## src/rtl/lam_pkg.sv

```systemverilog
package lam_pkg;

    localparam int NSTATE      = 9;
    localparam int CODEW       = 8;
    localparam int DURW        = 4;
    localparam int ADDRW       = 4;

    localparam logic [ADDRW-1:0] OFS_CTRL = 4'h0;
    localparam logic [ADDRW-1:0] OFS_LO   = 4'h4;
    localparam logic [ADDRW-1:0] OFS_HI   = 4'h8;

    localparam logic [CODEW-1:0] CODE_CYCLES  = 8'h00;
    localparam logic [CODEW-1:0] CODE_PAYBASE = 8'h20;
    localparam logic [DURW-1:0]  DUR_MANUAL   = 4'h0;

    localparam int POS_EN   = 0;
    localparam int POS_DUR  = 8;
    localparam int POS_CODE = 24;

    typedef struct packed {
        logic [CODEW-1:0] report;
        logic [DURW-1:0]  dur;
        logic             en;
    } lam_ctrl_t;

    typedef struct packed {
        logic cyc_hit;
        logic pay_sel;
        logic code_ok;
    } lam_pick_t;

    function automatic logic [31:0] ctrl_to_word(input lam_ctrl_t c);
        logic [31:0] w;
        w = '0;
        w[POS_EN] = c.en;
        w[POS_DUR +: DURW] = c.dur;
        w[POS_CODE +: CODEW] = c.report;
        return w;
    endfunction

    function automatic lam_ctrl_t word_to_ctrl(input logic [31:0] w);
        lam_ctrl_t c;
        c.en     = w[POS_EN];
        c.dur    = w[POS_DUR +: DURW];
        c.report = w[POS_CODE +: CODEW];
        return c;
    endfunction

endpackage

```

## src/rtl/lam_regif.sv

```systemverilog
module lam_regif
    import lam_pkg::*;
#(
    parameter int BUSW = 32
) (
    input  logic                 clk,
    input  logic                 rst,
    input  logic                 reg_wr,
    input  logic                 reg_rd,
    input  logic [ADDRW-1:0]     reg_addr,
    input  logic [BUSW-1:0]      reg_wdata,
    output logic [BUSW-1:0]      reg_rdata,
    input  logic [2*BUSW-1:0]    acc,
    output lam_ctrl_t            ctrl_o,
    output logic                 run_o
);
    localparam int ACCW = 2 * BUSW;

    lam_ctrl_t         ctrl_q;
    logic [BUSW-1:0]   snap_q;
    logic              snap_vld_q;

    wire rd_hi = reg_rd && (reg_addr == OFS_HI);
    wire rd_lo = reg_rd && (reg_addr == OFS_LO);

    always_ff @(posedge clk) begin
        if (rst) begin
            ctrl_q     <= '0;
            snap_q     <= '0;
            snap_vld_q <= 1'b0;
        end else begin
            if (reg_wr && reg_addr == OFS_CTRL)
                ctrl_q <= word_to_ctrl(reg_wdata);
            if (rd_hi) begin
                snap_q     <= acc[BUSW-1:0];
                snap_vld_q <= 1'b1;
            end else if (rd_lo) begin
                snap_vld_q <= 1'b0;
            end
        end
    end

    always_comb begin
        reg_rdata = '0;
        case (reg_addr)
            OFS_CTRL: reg_rdata = ctrl_to_word(ctrl_q);
            OFS_LO:   reg_rdata = snap_vld_q ? snap_q : acc[BUSW-1:0];
            OFS_HI:   reg_rdata = acc[ACCW-1:BUSW];
            default:  reg_rdata = '0;
        endcase
    end

    assign ctrl_o = ctrl_q;
    assign run_o  = ctrl_q.en && (ctrl_q.dur == DUR_MANUAL);

    // a low read right after a high read returns the value captured then
    p_snap_pair_r10: assert property (@(posedge clk) disable iff (rst)
        (reg_rd && reg_addr == OFS_HI) ##1 (reg_rd && reg_addr == OFS_LO)
        |-> reg_rdata == $past(acc[BUSW-1:0]));

endmodule

```

## src/rtl/lam_src_sel.sv

```systemverilog
module lam_src_sel
    import lam_pkg::*;
#(
    parameter int NCLS  = 2,
    parameter int BYTEW = 8
) (
    input  logic [CODEW-1:0]        code,
    input  logic [NSTATE-1:0]       state_flags,
    input  logic [NCLS*BYTEW-1:0]   tx_bytes,
    input  logic [NCLS*BYTEW-1:0]   rx_bytes,
    output lam_pick_t               pick,
    output logic [BYTEW-1:0]        pay_bytes
);
    localparam int NPAY = 2 * NCLS;

    logic [NPAY-1:0]  pay_hit;
    logic [BYTEW-1:0] pay_src [NPAY];

    genvar g;
    generate
        for (g = 0; g < NCLS; g++) begin : g_cls
            assign pay_hit[2*g]     = (code == CODE_PAYBASE + CODEW'(2*g));
            assign pay_hit[2*g + 1] = (code == CODE_PAYBASE + CODEW'(2*g + 1));
            assign pay_src[2*g]     = tx_bytes[g*BYTEW +: BYTEW];
            assign pay_src[2*g + 1] = rx_bytes[g*BYTEW +: BYTEW];
        end
    endgenerate

    always_comb begin
        pick      = '0;
        pay_bytes = '0;
        if (code == CODE_CYCLES) begin
            pick.cyc_hit = 1'b1;
            pick.code_ok = 1'b1;
        end
        for (int i = 0; i < NSTATE; i++) begin
            if (code == CODEW'(i + 1)) begin
                pick.cyc_hit = state_flags[i];
                pick.code_ok = 1'b1;
            end
        end
        for (int j = 0; j < NPAY; j++) begin
            if (pay_hit[j]) begin
                pick.pay_sel = 1'b1;
                pick.code_ok = 1'b1;
                pay_bytes    = pay_src[j];
            end
        end
    end

endmodule

```

## src/rtl/lam_accum.sv

```systemverilog
module lam_accum
    import lam_pkg::*;
#(
    parameter int ACCW  = 64,
    parameter int BYTEW = 8
) (
    input  logic               clk,
    input  logic               rst,
    input  logic               run,
    input  logic [CODEW-1:0]   code_in,
    input  lam_pick_t          pick,
    input  logic [BYTEW-1:0]   pay_bytes,
    output logic [CODEW-1:0]   code_q,
    output logic [ACCW-1:0]    acc_q
);
    localparam int UNITSH = 4;
    localparam int SUMW   = BYTEW + 1;

    logic              run_d;
    logic [UNITSH-1:0] res_q;
    logic [SUMW-1:0]   sum;
    logic [ACCW-1:0]   units;
    logic              start;

    assign start = run && !run_d;
    assign sum   = SUMW'(pay_bytes) + SUMW'(res_q);
    assign units = ACCW'(sum[SUMW-1:UNITSH]);

    always_ff @(posedge clk) begin
        if (rst) begin
            run_d  <= 1'b0;
            res_q  <= '0;
            acc_q  <= '0;
            code_q <= CODE_CYCLES;
        end else begin
            run_d <= run;
            if (start) begin
                acc_q  <= '0;
                res_q  <= '0;
                code_q <= code_in;
            end else if (run) begin
                if (pick.pay_sel) begin
                    acc_q <= acc_q + units;
                    res_q <= sum[UNITSH-1:0];
                end else begin
                    acc_q <= acc_q + ACCW'(pick.cyc_hit);
                end
            end
        end
    end

    // a window start leaves the result at zero
    p_start_clear_r6: assert property (@(posedge clk) disable iff (rst)
        (run && !run_d) |=> acc_q == '0);

    // the result is frozen while no window is open
    p_idle_hold_r6: assert property (@(posedge clk) disable iff (rst)
        !run |=> acc_q == $past(acc_q));

    // cycle code steps by one per counted cycle
    p_cycle_step_r2: assert property (@(posedge clk) disable iff (rst)
        (run && run_d && code_q == CODE_CYCLES) |=> acc_q == $past(acc_q) + 1);

    // an unlisted code keeps the result at zero
    p_unknown_zero_r8: assert property (@(posedge clk) disable iff (rst)
        (run_d && !pick.code_ok) |-> acc_q == '0);

    // the latched code does not move within an open window
    p_code_stable_r9: assert property (@(posedge clk) disable iff (rst)
        (run && run_d) |=> $stable(code_q));

endmodule

```

## src/rtl/link_activity_meter.sv

```systemverilog
module link_activity_meter
    import lam_pkg::*;
#(
    parameter int BUSW  = 32,
    parameter int NCLS  = 2,
    parameter int BYTEW = 8
) (
    input  logic                     clk,
    input  logic                     rst,
    input  logic                     reg_wr,
    input  logic                     reg_rd,
    input  logic [3:0]               reg_addr,
    input  logic [BUSW-1:0]          reg_wdata,
    output logic [BUSW-1:0]          reg_rdata,
    input  logic [8:0]               state_flags,
    input  logic [NCLS*BYTEW-1:0]    pl_tx_bytes,
    input  logic [NCLS*BYTEW-1:0]    pl_rx_bytes
);
    localparam int ACCW = 2 * BUSW;

    lam_ctrl_t        ctrl;
    logic             run;
    logic [CODEW-1:0] code_q;
    logic [ACCW-1:0]  acc;
    lam_pick_t        pick;
    logic [BYTEW-1:0] pay_bytes;

    lam_regif #(.BUSW(BUSW)) u_regif (
        .clk       (clk),
        .rst       (rst),
        .reg_wr    (reg_wr),
        .reg_rd    (reg_rd),
        .reg_addr  (reg_addr),
        .reg_wdata (reg_wdata),
        .reg_rdata (reg_rdata),
        .acc       (acc),
        .ctrl_o    (ctrl),
        .run_o     (run)
    );

    lam_src_sel #(.NCLS(NCLS), .BYTEW(BYTEW)) u_sel (
        .code        (code_q),
        .state_flags (state_flags),
        .tx_bytes    (pl_tx_bytes),
        .rx_bytes    (pl_rx_bytes),
        .pick        (pick),
        .pay_bytes   (pay_bytes)
    );

    lam_accum #(.ACCW(ACCW), .BYTEW(BYTEW)) u_acc (
        .clk       (clk),
        .rst       (rst),
        .run       (run),
        .code_in   (ctrl.report),
        .pick      (pick),
        .pay_bytes (pay_bytes),
        .code_q    (code_q),
        .acc_q     (acc)
    );

endmodule

```

## config.mk

```make
export PLATFORM = sky130hd
export DESIGN_NAME = link_activity_meter
export DESIGN_NICKNAME = d
export VERILOG_FILES = /design/src/rtl/lam_pkg.sv /design/src/rtl/lam_regif.sv /design/src/rtl/lam_src_sel.sv /design/src/rtl/lam_accum.sv /design/src/rtl/link_activity_meter.sv
export SDC_FILE = /design/constraint.sdc
export NUM_CORES = 1
export LEC_CHECK = 0
export BUFFER_PORTS_ARGS = -buffer_cell sky130_fd_sc_hd__buf_2
export CORE_UTILIZATION = 60
export DETAILED_ROUTE_END_ITERATION = 10
export MAX_ROUTING_LAYER = met4
export PLACE_DENSITY = 0.84
export SKIP_LAST_GASP = 1
export SLEW_MARGIN = 5
export SYNTH_ARGS = -nofsm -noshare
export SYNTH_HDL_FRONTEND = slang
export SYNTH_HIERARCHICAL = 1
export SYNTH_SLANG_ARGS = --single-unit
export TNS_END_PERCENT = 1
```

## constraint.sdc

```tcl
create_clock -name clk -period 10 [get_ports clk]
set_input_delay 0.5 -clock clk [delete_from_list [all_inputs] [get_ports clk]]
set_output_delay 0.5 -clock clk [all_outputs]
set_load 0.02 [all_outputs]
```

==> impl_metrics.tcl <==
set metrics [dict create \
    p_leak_nw 2.70 \
    cp_data_arrival_time_ps 5950 \
    slew_headroom 0.226 \
    post_cts_buffers 0 \
    holdPathStages 3 \
    cts_buffers 17 \
    tightest_slew_ps 1160 \
    finalPower_w 0.00113 \
    synth.net_count 962 \
    cp_top_family "compound AO/OA/AOI/OAI gates" \
    placed_cell_area_um2 7740 \
    core_um2 12000 \
    cts.sinks 123 \
    cts.clk_slew.worst_paths_ps 50 \
    critical_path.max_stage_delay_ps 830 \
    cp.required_ps 10330 \
    ant_nets 0 \
    die_h_um 113 \
    grt_max_degree 104 \
    drt-initial-drc-count 680 \
    post_cts_resize_count 0 \
    critPathBufInv 0 \
    fmax_ghz 0.178 \
    die-area_um2 12700 \
    hold_viol 0 \
    cts.path.max_buffers 2 \
    crit_type "reg -> reg" \
    grt_pass1_wl_mm 32.6 \
    synth_area_um2 7330 \
    fillers 955 \
    root_buffer "clkbuf_16" \
    setup-violations-final 0 \
    reg2reg_depth 14 \
    grt_pass1_vias 6685 \
    status "finished, final reports clean" \
    hold_slack_ps 349 \
    min_path_type "in -> reg" \
    start_kind "register" \
    critPathSlowestCell "dfxtp_1" \
    num_vias 7158 \
    insertion_delay_ps 410 \
    cts_tree "yes" \
    slew_viol_final 0 \
    synth_warnings 6 \
    drt-total-wl_mm 20.1 \
    io_pins 113 \
    p_per_area_nw_per_um2 136 \
    die_width_um 113 \
    path_max_fanout 17 \
    grt_overflow 0 \
    wire_per_inst_um 18.6 \
    rows 40 \
    area_growth_pct 13.2 \
    timing.final.crit_share 0.561 \
    drcViolationCount 0 \
    antenna_found_initial 0 \
    r2r_slack_ps 4390 \
    finalSetupTns_ps 0 \
    h-tree-depth 4 \
    peakVddDrop_v 0.0000954 \
    diodes 0 \
    layout_min_cycle_time_ps 5610 \
    fin_area_um2 8300 \
    synthCells 870 \
    grt_usage 0.332 \
    worstPathCellList "mux4_1 > nor2b_1 > ha_1 > fa_1 > a21o_1 > a21oi_1 > xnor2_1 > mux2_2 > ha_1 > a21o_1 > nand4_1 > a2111o_1 > or4b_1 > a21oi_1" \
    vias_per_cell 6.62 \
    layout-drive-gt1-share 0.172 \
    port_buffers 93 \
    cts_hold_buf 0 \
    path_depth 14 \
    initial_utilization 0.613 \
    drt_pass1_iterations 6 \
    avgSynthCellArea_um2 8.43 \
    dp_hpwl_mm 13.3 \
    end_kind "register" \
    gp_congestion 0.928 \
    postLayoutCoreUtil 0.694 \
    cap_violations 0 \
    grt_setup_unrepaired "no" \
    skew_ps 6.59 \
    num-nets-final 1016 \
]
routing by layer:
metal,part of all wire,GRT usage,wire length (um)
met1,0.41,0.389,8260
met2,0.47,0.540,9410
met3,0.079,0.0659,1580
met4,0.042,0.179,839
met5,0,-,0
cells in the final DEF, fill, tap and decap left out, types with 4 or more instances in the layout:
| cell type | instances |
|---|---|
| a2111oi_0 | 4 |
| a211oi_1 | 7 |
| a21o_1 | 6 |
| a21oi_1 | 55 |
| a221o_1 | 13 |
| and2_1 | 5 |
| and3_1 | 5 |
| and4_1 | 5 |
| buf_2 | 93 |
| buf_4 | 8 |
| clkbuf_16 | 17 |
| clkinv_2 | 6 |
| dfxtp_1 | 122 |
| ha_1 | 9 |
| inv_1 | 16 |
| mux2i_1 | 38 |
| mux4_1 | 4 |
| mux4_2 | 4 |
| nand2_1 | 68 |
| nand2b_1 | 49 |
| nand3_1 | 30 |
| nand4_1 | 23 |
| nand4b_1 | 45 |
| nor2_1 | 49 |
| nor2_2 | 10 |
| nor2b_1 | 8 |
| nor3_1 | 9 |
| nor4_1 | 11 |
| o21ai_0 | 40 |
| o21ai_1 | 41 |
| o31ai_1 | 16 |
| or3_1 | 18 |
| or4_1 | 25 |
| xnor2_1 | 25 |
| xor2_1 | 4 |
flip-flops by register name, summed over array words and instances (netlist names):
signal              cells
u_regif/ctrl_o         13
u_acc/code_q            8
u_regif/snap_q         32
u_regif/snap_vld_q      1
u_acc/run_d             1
u_acc/res_q             4
u_acc/acc_q            64
per-stage QoR:
stage / instances / setup slack, ps
2_1_floorplan: 870 / 5650
3_3_place_gp: 1052 / 4520
3_5_place_dp: 1052 / 4450
4_1_cts: 1081 / 4400
5_1_grt: 1081 / 4030
6_report: 1081 / 4390
path summary, 6_finish.rpt:
| path | from | end |
|---|---|---|
| worst max-delay path | u_acc/code_q[0]$_SDFFE_PP0P_ | u_acc/acc_q[59]$_SDFFE_PP0P_ |
| worst max register to register | u_acc/code_q[0]$_SDFFE_PP0P_ | u_acc/acc_q[59]$_SDFFE_PP0P_ |
| worst min register to register | u_acc/code_q[6]$_SDFFE_PP0P_ | u_acc/code_q[6]$_SDFFE_PP0P_ |
| worst min-delay path | reg_wdata[28] | u_regif/ctrl_o[9]$_SDFFE_PP0P_ |
cell type report:
class | instances | area, um^2 | share of cell area
Clock buffer | 20 | 467 | 0.0562
Tap cell | 147 | 184 | 0.0222
Timing Repair Buffer | 101 | 526 | 0.0633
Clock inverter | 9 | 97.6 | 0.0118
Inverter | 16 | 60.1 | 0.00723
Sequential cell | 123 | 2460 | 0.297
Multi-Input combinational cell | 665 | 4500 | 0.543
power by group:
group          internal, W  total [W]  switching [W]  leakage (nW)
sequential        0.000491   0.000494     0.00000231         0.991
clock             0.000379   0.000589       0.000210         0.283
combinational    0.0000208  0.0000459      0.0000251          1.42
total             0.000891    0.00113       0.000238          2.70
worst min-delay path: stages:
cell and delay, ps:
buf_2 80, nand4b_1 80, o21ai_1 70
(Power assumes the default switching activity.)
